File: src/rtl/iss_pkg.sv
package iss_pkg;

    typedef enum logic [2:0] {
        ST_BOOT  = 3'd0,
        ST_READY = 3'd1,
        ST_SLEEP = 3'd2,
        ST_QUAL  = 3'd3,
        ST_START = 3'd4
    } iss_state_e;

    // microseconds to clock cycles for a clock given in Hz
    function automatic int us_to_cycles(input int clk_hz, input int usec);
        return (clk_hz / 1_000_000) * usec;
    endfunction

endpackage

File: src/rtl/iss_timer.sv
module iss_timer #(
    parameter int W = 16
) (
    input  logic         clk,
    input  logic         rst_n,
    input  logic         clr,
    input  logic         inc,
    output logic [W-1:0] count
);

    always_ff @(posedge clk or negedge rst_n) begin
        if (!rst_n) begin
            count <= '0;
        end else if (clr) begin
            count <= '0;
        end else if (inc) begin
            count <= count + 1'b1;
        end
    end

    // the owner compares against a limit below full scale, so it never wraps
    assert_timer_no_wrap_R5: assert property (@(posedge clk) disable iff (!rst_n)
        (inc && !clr) |-> (count != '1));

endmodule

File: src/rtl/iss_bridge_gate.sv
module iss_bridge_gate (
    input  logic       enable,
    input  logic [1:0] dir_in,
    output logic [1:0] hs_on,
    output logic [1:0] ls_on
);

    // each half goes high when its own input is the only one high,
    // and goes low whenever the opposite input is high
    for (genvar h = 0; h < 2; h++) begin : g_half
        always_comb begin
            hs_on[h] = enable & dir_in[h] & ~dir_in[1-h];
            ls_on[h] = enable & dir_in[1-h];
        end
    end

endmodule

File: src/rtl/iss_fsm.sv
module iss_fsm
    import iss_pkg::*;
#(
    parameter int SLEEP_CYC = 50_000,
    parameter int QUAL_CYC  = 250,
    parameter int START_CYC = 2_500
) (
    input  logic clk,
    input  logic rst_n,
    input  logic any_high,
    output logic sleep_o,
    output logic ready_o,
    output logic bridge_en
);

    localparam int MAX_CYC = (SLEEP_CYC > START_CYC) ?
                             ((SLEEP_CYC > QUAL_CYC) ? SLEEP_CYC : QUAL_CYC) :
                             ((START_CYC > QUAL_CYC) ? START_CYC : QUAL_CYC);
    localparam int CW = $clog2(MAX_CYC + 1) + 1;
    localparam logic [CW-1:0] SLEEP_LAST = CW'(SLEEP_CYC - 1);
    localparam logic [CW-1:0] QUAL_LAST  = CW'(QUAL_CYC - 2);
    localparam logic [CW-1:0] START_LAST = CW'(START_CYC - 1);

    iss_state_e    state, nxt;
    logic          tmr_clr, tmr_inc;
    logic [CW-1:0] count;

    iss_timer #(.W(CW)) u_tmr (
        .clk   (clk),
        .rst_n (rst_n),
        .clr   (tmr_clr),
        .inc   (tmr_inc),
        .count (count)
    );

    // state register
    always_ff @(posedge clk or negedge rst_n) begin
        if (!rst_n) begin
            state <= ST_BOOT;
        end else begin
            state <= nxt;
        end
    end

    // transitions and timer control
    always_comb begin
        nxt     = state;
        tmr_clr = 1'b0;
        tmr_inc = 1'b0;
        unique case (state)
            ST_BOOT: begin
                tmr_clr = 1'b1;
                nxt     = any_high ? ST_READY : ST_SLEEP;
            end
            ST_READY: begin
                if (any_high) begin
                    tmr_clr = 1'b1;
                end else if (count == SLEEP_LAST) begin
                    tmr_clr = 1'b1;
                    nxt     = ST_SLEEP;
                end else begin
                    tmr_inc = 1'b1;
                end
            end
            ST_SLEEP: begin
                tmr_clr = 1'b1;
                if (any_high) nxt = ST_QUAL;
            end
            ST_QUAL: begin
                if (!any_high) begin
                    tmr_clr = 1'b1;
                    nxt     = ST_SLEEP;
                end else if (count == QUAL_LAST) begin
                    tmr_clr = 1'b1;
                    nxt     = ST_START;
                end else begin
                    tmr_inc = 1'b1;
                end
            end
            ST_START: begin
                if (count == START_LAST) begin
                    tmr_clr = 1'b1;
                    nxt     = ST_READY;
                end else begin
                    tmr_inc = 1'b1;
                end
            end
            default: begin
                tmr_clr = 1'b1;
                nxt     = ST_BOOT;
            end
        endcase
    end

    // outputs from state
    always_comb begin
        sleep_o   = 1'b0;
        ready_o   = 1'b0;
        bridge_en = 1'b0;
        unique case (state)
            ST_SLEEP, ST_QUAL: sleep_o = 1'b1;
            ST_READY: begin
                ready_o   = 1'b1;
                bridge_en = 1'b1;
            end
            default: ;
        endcase
    end

    assert_boot_low_sleep_R2: assert property (@(posedge clk) disable iff (!rst_n)
        (state == ST_BOOT && !any_high) |=> sleep_o);

    assert_boot_high_ready_R3: assert property (@(posedge clk) disable iff (!rst_n)
        (state == ST_BOOT && any_high) |=> ready_o);

    assert_idle_restart_R5: assert property (@(posedge clk) disable iff (!rst_n)
        (state == ST_READY && any_high) |=> (ready_o && count == '0));

    assert_qual_abort_R8: assert property (@(posedge clk) disable iff (!rst_n)
        (state == ST_QUAL && !any_high) |=> (state == ST_SLEEP));

    assert_start_hold_R9: assert property (@(posedge clk) disable iff (!rst_n)
        (state == ST_START && count != START_LAST) |=> (state == ST_START));

endmodule

File: src/rtl/idle_sleep_sequencer.sv
module idle_sleep_sequencer
    import iss_pkg::*;
#(
    parameter int CLK_HZ   = 50_000_000,
    parameter int SLEEP_US = 1000,
    parameter int QUAL_US  = 5,
    parameter int START_US = 50
) (
    input  logic       clk,
    input  logic       rst_n,
    input  logic       ctl_a,
    input  logic       ctl_b,
    output logic       sleep_o,
    output logic       ready_o,
    output logic [1:0] hs_on,
    output logic [1:0] ls_on
);

    localparam int SLEEP_CYC = us_to_cycles(CLK_HZ, SLEEP_US);
    localparam int QUAL_CYC  = us_to_cycles(CLK_HZ, QUAL_US);
    localparam int START_CYC = us_to_cycles(CLK_HZ, START_US);

    logic [1:0] dir_in;
    logic       bridge_en;

    assign dir_in = {ctl_b, ctl_a};

    iss_fsm #(
        .SLEEP_CYC (SLEEP_CYC),
        .QUAL_CYC  (QUAL_CYC),
        .START_CYC (START_CYC)
    ) u_fsm (
        .clk       (clk),
        .rst_n     (rst_n),
        .any_high  (|dir_in),
        .sleep_o   (sleep_o),
        .ready_o   (ready_o),
        .bridge_en (bridge_en)
    );

    iss_bridge_gate u_gate (
        .enable (bridge_en),
        .dir_in (dir_in),
        .hs_on  (hs_on),
        .ls_on  (ls_on)
    );

    assert_sleep_bridge_off_R6: assert property (@(posedge clk) disable iff (!rst_n)
        sleep_o |-> (hs_on == 2'b00 && ls_on == 2'b00));

    assert_no_shoot_through_R11: assert property (@(posedge clk) disable iff (!rst_n)
        (hs_on & ls_on) == 2'b00);

    assert_flags_exclusive_R11: assert property (@(posedge clk) disable iff (!rst_n)
        !(sleep_o && ready_o));

    assert_wake_not_ready_R9: assert property (@(posedge clk) disable iff (!rst_n)
        $fell(sleep_o) |-> !ready_o);

endmodule

File: config.mk
export PLATFORM = sky130hd
export DESIGN_NAME = idle_sleep_sequencer
export DESIGN_NICKNAME = d
export VERILOG_FILES = /design/src/rtl/iss_pkg.sv /design/src/rtl/iss_timer.sv /design/src/rtl/iss_bridge_gate.sv /design/src/rtl/iss_fsm.sv /design/src/rtl/idle_sleep_sequencer.sv
export SDC_FILE = /design/constraint.sdc
export NUM_CORES = 1
export LEC_CHECK = 0
export CAP_MARGIN = 10
export CORE_ASPECT_RATIO = 0.7
export CORE_MARGIN = 4
export CORE_UTILIZATION = 46
export DETAILED_ROUTE_END_ITERATION = 12
export GPL_ROUTABILITY_DRIVEN = 0
export MAX_ROUTING_LAYER = met4
export PLACE_DENSITY = 0.63
export SLEW_MARGIN = 20
export SYNTH_ARGS = -nofsm -noshare
export SYNTH_HDL_FRONTEND = slang
export SYNTH_SLANG_ARGS = --single-unit
File: constraint.sdc
create_clock -name clk -period 2.1 [get_ports clk]
set_input_delay 0.42 -clock clk [delete_from_list [all_inputs] [get_ports clk]]
set_output_delay 0.42 -clock clk [all_outputs]
set_load 0.05 [all_outputs]
# Yosys cells after proc, flatten, opt, wreduce, memory -nomap -nowiden
# Index checks and enable logic that the tools add are counted.
# word_totals
register_bits	20
inputBits	4
wordCells	50
# op_classes
addsub	1
eq_ne	12
n_mux	24
n_bitwise	6
reduce_logical	5
# op_table
op	count
$mux 17	2
$mux 3	6
$add 17x1->17 const B	1
$eq 17x12->1 const B	1
$eq 17x16->1 const B	1
$eq 17x8->1 const B	1
$pmux 3 s5	1
$mux 1	12
$eq 3x2->1 const B	2
$ne 2x1->1 const B	3
$pmux 1 s3	2
$reduce_and 5->1	1
$and 1x1->1	4
$reduce_or 2->1	2
$eq 3x1->1 const B	1
$eq 3x3->1 const B	1
$logic_not 3->1	1
$ne 3x3->1 const B	1
$mux 2	1
$ne 2x2->1 const B	1
$not 1->1	2
$reduce_bool 2->1	1

# Depth between registers and ports, before layout
# Gate-level depths: netlist of run 1.
# logic_depth
depth_word	6
ltp_mapped	8
depth_no_buf	7

# By module
# A second synthesis of run 1 with hierarchy kept.
# unflattened
cells_unflattened	132
area_unflattened_um2	1312.5
# modules_own_cells
module	n_inst	cells_each	area_each_um2	seq_area_each_um2
iss_timer	1	85	872.1	425.4
iss_fsm	1	42	401.6	75.1
iss_bridge_gate	1	4	32.5	0.0
idle_sleep_sequencer	1	1	6.3	0.0

# Worst setup path after synthesis of run 1
# Ideal clock, no wire load.
# synth_timing
path_kind	reg-to-output
start	reg u_fsm.state[1]
end	out hs_on[0]
arrival_ns	3.143
required_time_ns	1.680
slack_ns	-1.463
path_stages_with_launch	4
n_path_buf	0
cell_sequence	dfrtp_1 -> nor3b_1 -> and2_1 -> nor2b_1
# synth_via
elab_chain_cells	4
# synth_rtl
item	line	source
start, declared	iss_fsm.sv:24	iss_state_e state, nxt;
start signal, assigned	iss_fsm.sv:41	state <= nxt;
$eq 3x1->1	n/a	
$mux 1	n/a	
via ready_o	idle_sleep_sequencer.sv:14	output logic ready_o,
$and 1x1->1	iss_bridge_gate.sv:12	hs_on[h] = enable & dir_in[h] & ~dir_in[1-h];
via ls_on[1]	idle_sleep_sequencer.sv:16	output logic [1:0] ls_on
$and 1x1->1	iss_bridge_gate.sv:12	
end, declared	idle_sleep_sequencer.sv:15	output logic [1:0] hs_on,
# The timed path passes the listed nets, and every way through them passes these cells.

# Final worst setup path of run 1
# layout_timing
start	reg u_fsm.state[2]
end	out hs_on[1]
# layout_via
elab_chain_cells	4
# layout_rtl
item	line	source
$eq 3x1->1	iss_fsm.sv:100	unique case (state)
$mux 1	iss_fsm.sv:100	
$and 1x1->1 (2 in series)	iss_bridge_gate.sv:12	
# Every way passes these cells.

==> results of run 1 <==
worst max-delay path: stages, from the launching register on:
cell and delay, ns:
dfrtp_1 0.47, nor3b_4 0.26, and2_4 0.20, nor2b_4 0.16, buf_12 0.14
placed cells by master (no fill, tap or decap), types with 2 or more instances in the layout:
cell type,instances
nor2_1,20
nor2b_4,2
clkbuf_4,3
nand3_1,5
dfrtp_1,20
and2_4,2
xor2_1,9
a211oi_1,3
nor3_1,3
buf_4,8
buf_12,6
ha_1,2
nor2b_1,2
o21ai_0,4
nor3b_1,2
or3_1,2
and3_1,3
inv_1,2
xnor2_1,5
nand2_1,11
clkdlybuf4s50_1,3
nand4_1,5
report_power, final:
part / internal, mW / switching, mW
Sequential: 0.421 / 0.0549
Clock: 0.106 / 0.116
Combinational: 0.321 / 0.331
Total: 0.847 / 0.501
state kept, by name, indices dropped and copies added, names as in the netlist:
name	count
u_fsm.state	3
u_fsm.u_tmr.count	17
layer usage:
metal	global-route usage [%]	vias to the layer above
met4	3.03	0
met1	23.9	473
met3	5.45	2
met5	-	-
li1	-	461
met2	25.0	17
final cells by class:
type	instances	area, sq um	area share, %
multi-input combinational	96	649	45.0
clock buffer	4	36.3	2.51
tap	32	40.0	2.77
inverter	2	7.51	0.520
sequential	20	500	34.7
timing repair buffer	17	210	14.6
metrics by stage:
step                      instances  hold WS [ns]
after floorplan                 119         0.124
after global placement          167         0.474
after detailed placement        167         0.485
after CTS                       171         0.444
after global routing            171         0.441
final                           171         0.440
path summary, 6_finish.rpt:
check | startpoint | endpoint | depth (start not counted)
max in group asynchronous | rst_n | u_fsm.state[1] | 2
setup / recovery | u_fsm.state[2] | hs_on[1] | 4
min in group clk | u_fsm.u_tmr.count[0] | u_fsm.u_tmr.count[0] | 1
hold / removal | rst_n | u_fsm.u_tmr.count[13] | 2
hold reg to reg | u_fsm.u_tmr.count[0] | u_fsm.u_tmr.count[0] | 1
setup reg to reg | u_fsm.u_tmr.count[0] | u_fsm.state[0] | 6
cells by family after synthesis:
| logic type | after synthesis | synth area share (%) |
|---|---|---|
| multiplexers | 1 | 1.33 |
| adder cells (fa/ha/maj) | 2 | 2.21 |
| AO/OA/AOI/OAI | 12 | 7.41 |
| buffers and inverters | 3 | 1.66 |
| flip-flops | 20 | 44.2 |
| XOR/XNOR | 14 | 10.8 |
| AND/OR/NAND/NOR | 67 | 32.3 |
==> flow_summary.yaml, run 1 <==
run_status:
  status: "complete, no violations"
run:
  drv_cap: 0
final_layout:
  syn_to_final_growth_pct: 27.7
  postLayoutCellArea_sq_mm: 0.00144
  num-nets-final: 146
  nFillCells: 209
  antenna-diode-count: 0
  fin_util_pct: 64.4
  layout-drive-gt1-share_pct: 21.6
cts:
  post-cts-setup-buffers: 0
  cts.clk_slew.worst_paths_ns: 0.11
  numCtsBuffers: 3
  clock_latency_ns: 0.30
  clockBufferDepth: 2
  cts_resized: 0
  cts-htree-levels: 1
  tritoncts: "done"
  hold_buffers: 0
  cts.sink_count: 20
  root_buffer: "clkbuf_4"
placement:
  dp_slack_ns: 0.0122
  place_area_sq_mm: 0.00140
  hpwlAfterDp_um: 1860
  portBuffers: 9
sta:
  worst_slew_pin_slew_ns: 0.517
  maxSlewViolCount: 0
  max_slew_margin_pct: 65.3
  setup_viol: 0
  setup_ws_ns: 0.144
  clock.fmax_mhz: 511
  tns_ns: 0
  timing_hold_violations_final: 0
  rsz0062_at_grt: "false"
  fin_worst_skew_ns: 0.00271
  fin_crit_ns: 1.96
  fin_crit_sh_pct: 93.1
worst_setup_path:
  worstSetupPathType: "reg -> out"
  r2r_slack_ns: 0.21
  cp.arrival_ns: 1.54
  worst-path-max-fanout: 7
  crit_required_ns: 1.68
  start_kind: "flop"
  critPathCaptureType: "output port"
drt:
  dr.first_iter.drc_count: 45
  viasPerCell: 5.57
  vias: 953
  drtPass1Iterations: 4
  drtAntennaViolNets: 0
  top_layer_used: "met4"
  wl_met1_um: 1210
  wirelength_um: 2440
  wl_met2_um: 1130
  remaining_drc_errors: 0
  wl_met3_um: 90
  routedWlPerCell_um: 14.3
synthesis:
  yosysSeqAreaShare_pct: 44.2
  synth_edf_count: 0
  ys_ff_latch: 20
  ys_top_cells_by_count: "dfrtp_1 (20), nor2_1 (20), nand2_1 (11), xor2_1 (9)"
  avgSynthCellArea_sq_um: 9.50
  netlist_area_sq_mm: 0.00113
  yosys.area.top_type_share_pct: 44.2
  syn_inst: 119
  synth_async_sr_flop_share_pct: 100
  yosys.area.top_type: "dfrtp_1"
  syn-num-nets: 125
  ys.flop_type: "dfrtp_1"
  yosysWarnings: 0
  yosysUniqueCellTypes: 32
  synth_area_leaders: "dfrtp_1 (44%), xor2_1 (7.0%), nor2_1 (6.6%), xnor2_1 (3.9%), nand2_1 (3.7%)"
floorplanning:
  fp.coreArea_sq_mm: 0.00224
  io_pins: 10
  start_util_pct: 50.4
  die_x_um: 67.3
  row_count: 14
  dieArea_sq_mm: 0.00333
  die-height_um: 49.5
global_routing:
  antenna_found_initial: 0
  grt_max_degree: 21
  grt.total_usage_pct: 17.2
  overflow: 0
  grt_pass1_wl_um: 4220
  grt_pass1_vias: 891
pwr:
  leakage_nw: 0.587
  power_mw: 1.35
  power.density_mw_per_mm2: 934
  irDropWorstVdd_uv: 522
hold_path:
  hold_path.class: "in -> async"
Note: power is estimated with default switching activity, not from simulation.
==> run 2: changes to the inputs <==
--- a/config.mk
+++ b/config.mk
@@ -7,12 +7,12 @@
 export LEC_CHECK = 0
 export CAP_MARGIN = 10
 export CORE_ASPECT_RATIO = 0.7
-export CORE_MARGIN = 4
-export CORE_UTILIZATION = 46
+export CORE_MARGIN = 10
+export CORE_UTILIZATION = 55
 export DETAILED_ROUTE_END_ITERATION = 12
 export GPL_ROUTABILITY_DRIVEN = 0
 export MAX_ROUTING_LAYER = met4
-export PLACE_DENSITY = 0.63
+export PLACE_DENSITY = 0.74
 export SLEW_MARGIN = 20
 export SYNTH_ARGS = -nofsm -noshare
 export SYNTH_HDL_FRONTEND = slang
==> run 2 against run 1 <==
  * Final cell count fell by 5.8%
  * Clock skew barely moved
  * Hold slack got worse by 0.0033 ns
  * Critical path depth did not move
  * Register-to-register slack got worse by 0.05 ns
  * Clock power barely moved
  * Utilization rose by 11 points
  * Non-clock buffer count did not move
  * Largest power group unchanged
  * Largest cell class unchanged
==> flow_summary.yaml, run 2 (synthesized netlist as in run 1, its figures left out) <==
cts:
  cts-htree-levels: 1
  tritoncts: "done"
  root_buffer: "clkbuf_4"
  clock_latency_ns: 0.30
  cts.clk_slew.worst_paths_ns: 0.10
  numCtsBuffers: 3
  clockBufferDepth: 2
  cts.sink_count: 20
worst_setup_path:
  path_cells: "nor3b_4 > and2_4 > nor2b_4 > buf_12"
  worst_path_dominant_cell_family: "simple AND/OR/NAND/NOR gates"
  timing.critical_path.buf_inv: 1
  start_kind: "flop"
  worst-path-max-fanout: 6
  crit_required_ns: 1.68
  slowest_stage: "dfrtp_1"
  critPathCaptureType: "output port"
  cp.arrival_ns: 1.57
  worstSetupPathType: "reg -> out"
  worstReg2RegStart: "u_fsm.u_tmr.count[13]"
  critPathLaunch: "u_fsm.state[0]"
  slowest_delay_ns: 0.49
pwr:
  power_mw: 1.36
  irDropWorstVdd_uv: 613
  leakage_nw: 0.590
  power.density_mw_per_mm2: 950
floorplanning:
  dieArea_sq_mm: 0.00430
  die_x_um: 74.2
  start_util_pct: 59.4
  row_count: 13
  fp.coreArea_sq_mm: 0.00190
  io_pins: 10
  die-height_um: 57.9
drt:
  vias: 950
  dr.first_iter.drc_count: 54
  drtAntennaViolNets: 0
  viasPerCell: 5.90
  drtPass1Iterations: 4
  remaining_drc_errors: 0
  routedWlPerCell_um: 16.1
  wirelength_um: 2590
final_layout:
  num-nets-final: 146
  largest_register_ff_count: 17
  layout-drive-gt1-share_pct: 21.6
  fin_cells: 161
  layout_common_cells: "nor2_1 (20), dfrtp_1 (20), nand2_1 (11), xor2_1 (9), buf_4 (8)"
  largestRegisters: "u_fsm.u_tmr.count: 17 flops, u_fsm.state: 3 flops"
  antenna-diode-count: 0
  nFillCells: 150
  postLayoutCellArea_sq_mm: 0.00143
  syn_to_final_growth_pct: 26.4
  regMostFlops: "u_fsm.u_tmr.count"
placement:
  dp_cells: 156
  portBuffers: 9
  place_area_sq_mm: 0.00138
  hpwlAfterDp_um: 2000
global_routing:
  grt_max_degree: 21
  grt.total_usage_pct: 13.8
  overflow: 0
  antenna_found_initial: 0
  grt_pass1_vias: 915
  grt_pass1_wl_um: 4490
sta:
  clock.fmax_mhz: 503
  fin_crit_ns: 1.99
  rsz0062_at_grt: "false"
  max_slew_margin_pct: 66.8
  maxSlewViolCount: 0
  setup_viol: 0
  fin_worst_skew_ns: 0.00313
  timing_hold_violations_final: 0
  fin_crit_sh_pct: 94.7
  tns_ns: 0
  worst_slew_pin_slew_ns: 0.493
run:
  drv_cap: 0
run_status:
  status: "complete, no violations"
hold_path:
  hold_path.class: "in -> async"
-- run 2: cell counts in the layout (fill, tap and decap cells not counted) --
No cell type changed its count.
-- run 2: worst paths after layout --
path	endpoint	slack [ns]	cells past startpoint
max	hs_on[1]	0.11	4
min	u_fsm.u_tmr.count[9]	0.44	2
max reg2reg	u_fsm.state[0]	0.16	5
min reg2reg	u_fsm.u_tmr.count[0]	0.49	1
max in group asynchronous	u_fsm.state[0]	1.47	2
min in group clk	u_fsm.u_tmr.count[0]	0.49	1
-- run 2: area by class of cell --
cell class,count,area (sq um),share of cell area (%)
multi-input combinational,96,648,45.3
sequential,20,500,35.0
tap,22,27.5,1.92
inverter,2,7.51,0.525
timing repair buffer,17,210,14.7
clock buffer,4,36.3,2.54
-- run 2: metal layers --
metal  wire [um]  vias to the layer above  GRT usage, %
li1            -                      459             -
met1        1210                      462          18.0
met2        1200                       24          19.4
met3         149                        5          4.76
met4          36                        0          4.24
met5           0                        -             -
-- run 2: report_power, final --
group          internal, mW  switching [mW]  leakage [nW]
logic                 0.322           0.339         0.295
registers             0.420          0.0586         0.274
clock network         0.106           0.113        0.0210
-- run 2: timing repair --
action                                  in CTS  in global routing
resized for setup                            0                  1
endpoints found under the setup margin       1                  8
gates cloned                                 0                  0
buffers inserted                             1                  0
pin swaps                                    0                  0
hold buffers                                 0                  0
-- run 2: stage by stage --
step	setup WS (ns)	hold WS, ns	util [%]
2_1_floorplan	-0.0488	0.124	-
4_1_cts	0.114	0.436	74.9
3_3_place_gp	0.0754	0.473	72.6
6_report	0.111	0.436	75.1
5_1_grt	0.0185	0.435	75.1
3_5_place_dp	0.0114	0.481	72.6
-- run 2: worst reg2reg max path, cell delays in order, from the launching register on --
cell	delay (ns)
dfrtp_1	0.46
nor4_4	0.37
nand4_1	0.23
a221oi_2	0.34
nand2_1	0.12
mux2_4	0.31
==> run 3: changes to the inputs <==
--- a/config.mk
+++ b/config.mk
@@ -5,14 +5,15 @@
 export SDC_FILE = /design/constraint.sdc
 export NUM_CORES = 1
 export LEC_CHECK = 0
+export ABC_AREA = 1
 export CAP_MARGIN = 10
 export CORE_ASPECT_RATIO = 0.7
 export CORE_MARGIN = 10
-export CORE_UTILIZATION = 55
+export CORE_UTILIZATION = 57
 export DETAILED_ROUTE_END_ITERATION = 12
 export GPL_ROUTABILITY_DRIVEN = 0
 export MAX_ROUTING_LAYER = met4
-export PLACE_DENSITY = 0.74
+export PLACE_DENSITY = 0.75
 export SLEW_MARGIN = 20
 export SYNTH_ARGS = -nofsm -noshare
 export SYNTH_HDL_FRONTEND = slang
==> run 3 against run 2 <==
  * Clock power up 47%
  * Final cell count rose by 40%
  * Maximum frequency grew 2.9%
  * Highest routed layer unchanged
  * Critical path depth unchanged
  * Wire length up 19%
  * Worst setup slack gained 0.056 ns
  * Largest power group unchanged
  * Area after synthesis is 22% higher
  * Via count grew 26%
  * Final area is 14% higher
  * Count of clock-buffer cells in the layout down 1
  * Sequential power grew 2%
  * Power increased by 22%
==> flow_summary.yaml, run 3 <==
synthesis:
  synth_top_family_by_area: "simple AND/OR/NAND/NOR gates"
  yosysMostFrequentCell: "nor2_1"
  netlist_area_sq_mm: 0.00138
  synth_edf_count: 0
  ys_top_cells_by_count: "nor2_1 (35), nand2_1 (34), dfrtp_1 (20), inv_1 (18), nand3_1 (15)"
  muxShareOfSynthArea_pct: 0
  yosysUniqueCellTypes: 20
  synth_compound_area_share_pct: 0.363
  synth_xor_area_share_pct: 9.52
  avgSynthCellArea_sq_um: 7.71
  ys.flop_type: "dfrtp_1"
  yosys.area.top_type: "dfrtp_1"
  synth_area_leaders: "dfrtp_1 (36%), nor2_1 (9.5%), nand2_1 (9.2%), nor2_4 (9.0%), xor2_1 (8.3%)"
  yosys.area_share.simple_pct: 44.1
  ys_ff_latch: 20
  synth_fa_ha_area_share_pct: 1.81
  synth_async_sr_flop_share_pct: 100
  yosys.area.top_type_share_pct: 36.3
  syn-num-nets: 185
  yosysSeqAreaShare_pct: 36.3
  yosysWarnings: 0
  syn_inst: 179
sta:
  max_slew_margin_pct: 72.7
  tns_ns: 0
  fin_worst_skew_ns: 0.00112
  clock.fmax_mhz: 517
  fin_crit_sh_pct: 92.1
  rsz0062_at_grt: "false"
  worst_slew_pin_slew_ns: 0.407
  timing_hold_violations_final: 0
  setup_viol: 0
  maxSlewViolCount: 0
  fin_crit_ns: 1.93
drt:
  wirelength_um: 3090
  drtAntennaViolNets: 0
  drtPass1Iterations: 7
  viasPerCell: 5.31
  dr.first_iter.drc_count: 103
  vias: 1201
  routedWlPerCell_um: 13.7
  remaining_drc_errors: 0
cts:
  cts.clk_slew.worst_paths_ns: 0.12
  cts.sink_count: 20
  clock_latency_ns: 0.31
  post-cts-setup-buffers: 0
  numCtsBuffers: 3
  root_buffer: "clkbuf_4"
  clockBufferDepth: 2
  cts_resized: 0
  tritoncts: "done"
  cts-htree-levels: 1
  hold_buffers: 0
global_routing:
  overflow: 0
  grt_max_degree: 21
  antenna_found_initial: 0
  grt_pass1_vias: 1114
  grt_pass1_wl_um: 5290
  grt.total_usage_pct: 14.3
pwr:
  power_mw: 1.65
  power.density_mw_per_mm2: 1010
  leakage_nw: 0.675
  irDropWorstVdd_uv: 811
hold_path:
  hold_path.class: "in -> async"
final_layout:
  largest_register_ff_count: 17
  layout_commonest_cell: "nand2_1"
  postLayoutCellArea_sq_mm: 0.00163
  largestRegisters: "u_fsm.u_tmr.count: 17 flops, u_fsm.state: 3 flops"
  num-nets-final: 201
  layout_common_cells: "nand2_1 (34), nor2_1 (33), dfrtp_1 (20), inv_1 (18), nand3_1 (15)"
  syn_to_final_growth_pct: 18.4
  layout-drive-gt1-share_pct: 21.6
  multi_input_area_sq_um: 791
  nFillCells: 184
  ff_latch_area_sq_um: 500
  antenna-diode-count: 0
  fin_util_pct: 73.5
  regMostFlops: "u_fsm.u_tmr.count"
floorplanning:
  fp.coreArea_sq_mm: 0.00222
  dieArea_sq_mm: 0.00482
  die_x_um: 78.8
  die-height_um: 61.2
  io_pins: 10
  row_count: 14
  start_util_pct: 62.0
worst_setup_path:
  slowest_stage: "dfrtp_1"
  critPathLaunch: "u_fsm.state[1]"
  slowest_delay_ns: 0.49
  r2r_slack_ns: 0.20
  worst-path-max-fanout: 6
  path_cells: "nor3_4 > inv_2 > nor3_2 > buf_12"
  rr_endpoint: "u_fsm.u_tmr.count[3]"
  worstSetupPathType: "reg -> out"
  critPathCaptureType: "output port"
  reg2reg_depth: 11
  start_kind: "flop"
  crit_required_ns: 1.68
  worstReg2RegStart: "u_fsm.u_tmr.count[0]"
  cp.arrival_ns: 1.51
placement:
  portBuffers: 9
  hpwlAfterDp_um: 2480
  place_area_sq_mm: 0.00158
run_status:
  status: "complete, no violations"
run:
  drv_cap: 0
-- run 3: cell count changes after synthesis, sizes merged, moves of 4 or more --
cell | before | now
nand2 | 11 | 37
nor2b | 4 | 0
inv | 2 | 24
nor2 | 20 | 49
nand3 | 5 | 15
xor2 | 9 | 13
o21ai | 5 | 0
nor3 | 3 | 9
-- run 3: per-stage QoR --
step / setup WS (ns) / instances / hold WS [ns]
2_1_floorplan: -0.101 / 179 / 0.124
3_3_place_gp: 0.132 / 222 / 0.481
3_5_place_dp: 0.0689 / 222 / 0.480
4_1_cts: 0.150 / 226 / 0.458
5_1_grt: 0.0611 / 226 / 0.470
6_report: 0.166 / 226 / 0.440
-- run 3: logic make-up after synthesis --
| kind of cell | after synthesis |
|---|---|
| adders and majority gates | 2 |
| xor gates and xnor gates | 15 |
| DFF | 20 |
| and+or+nand+nor | 116 |
| buffers and inverters | 25 |
| AOI/OAI and AO/OA | 1 |
-- run 3: power breakdown --
group          internal, mW  total [mW]  switching (mW)  leakage [nW]
combinational         0.293       0.841           0.549         0.373
clock                 0.193       0.322           0.129        0.0279
sequential            0.426       0.489          0.0623         0.275
-- run 3: final cells by class --
class	instances	area share, %
well taps	32	2.45
clock buffers	3	1.38
clock inverters	1	1.84
flip-flops and latches	20	30.6
inverters	24	5.51
repair buffers	12	9.80
multi-input cells	134	48.4
-- run 3: per-layer routing --
metal	GRT usage, %	vias to the layer above	routed length (um)
li1	-	587	-
met1	18.4	541	1430
met2	21.7	65	1310
met3	4.22	8	299
met4	3.05	0	45
met5	-	-	0
-- run 3: critical path, delay by kind of cell (launching register included) --
family        cells  cell delay [ns]
buf+inv           2             0.28
flops             1             0.49
simple gates      2             0.44
-- run 3: worst max path at each step --
| stage | to | depth (start not counted) |
|---|---|---|
| after floorplan | hs_on[0] | 3 |
| after global placement | u_fsm.u_tmr.count[13] | 8 |
| after detailed placement | u_fsm.u_tmr.count[13] | 8 |
| after CTS | hs_on[1] | 4 |
| after global routing | hs_on[1] | 4 |
| final | hs_on[1] | 4 |
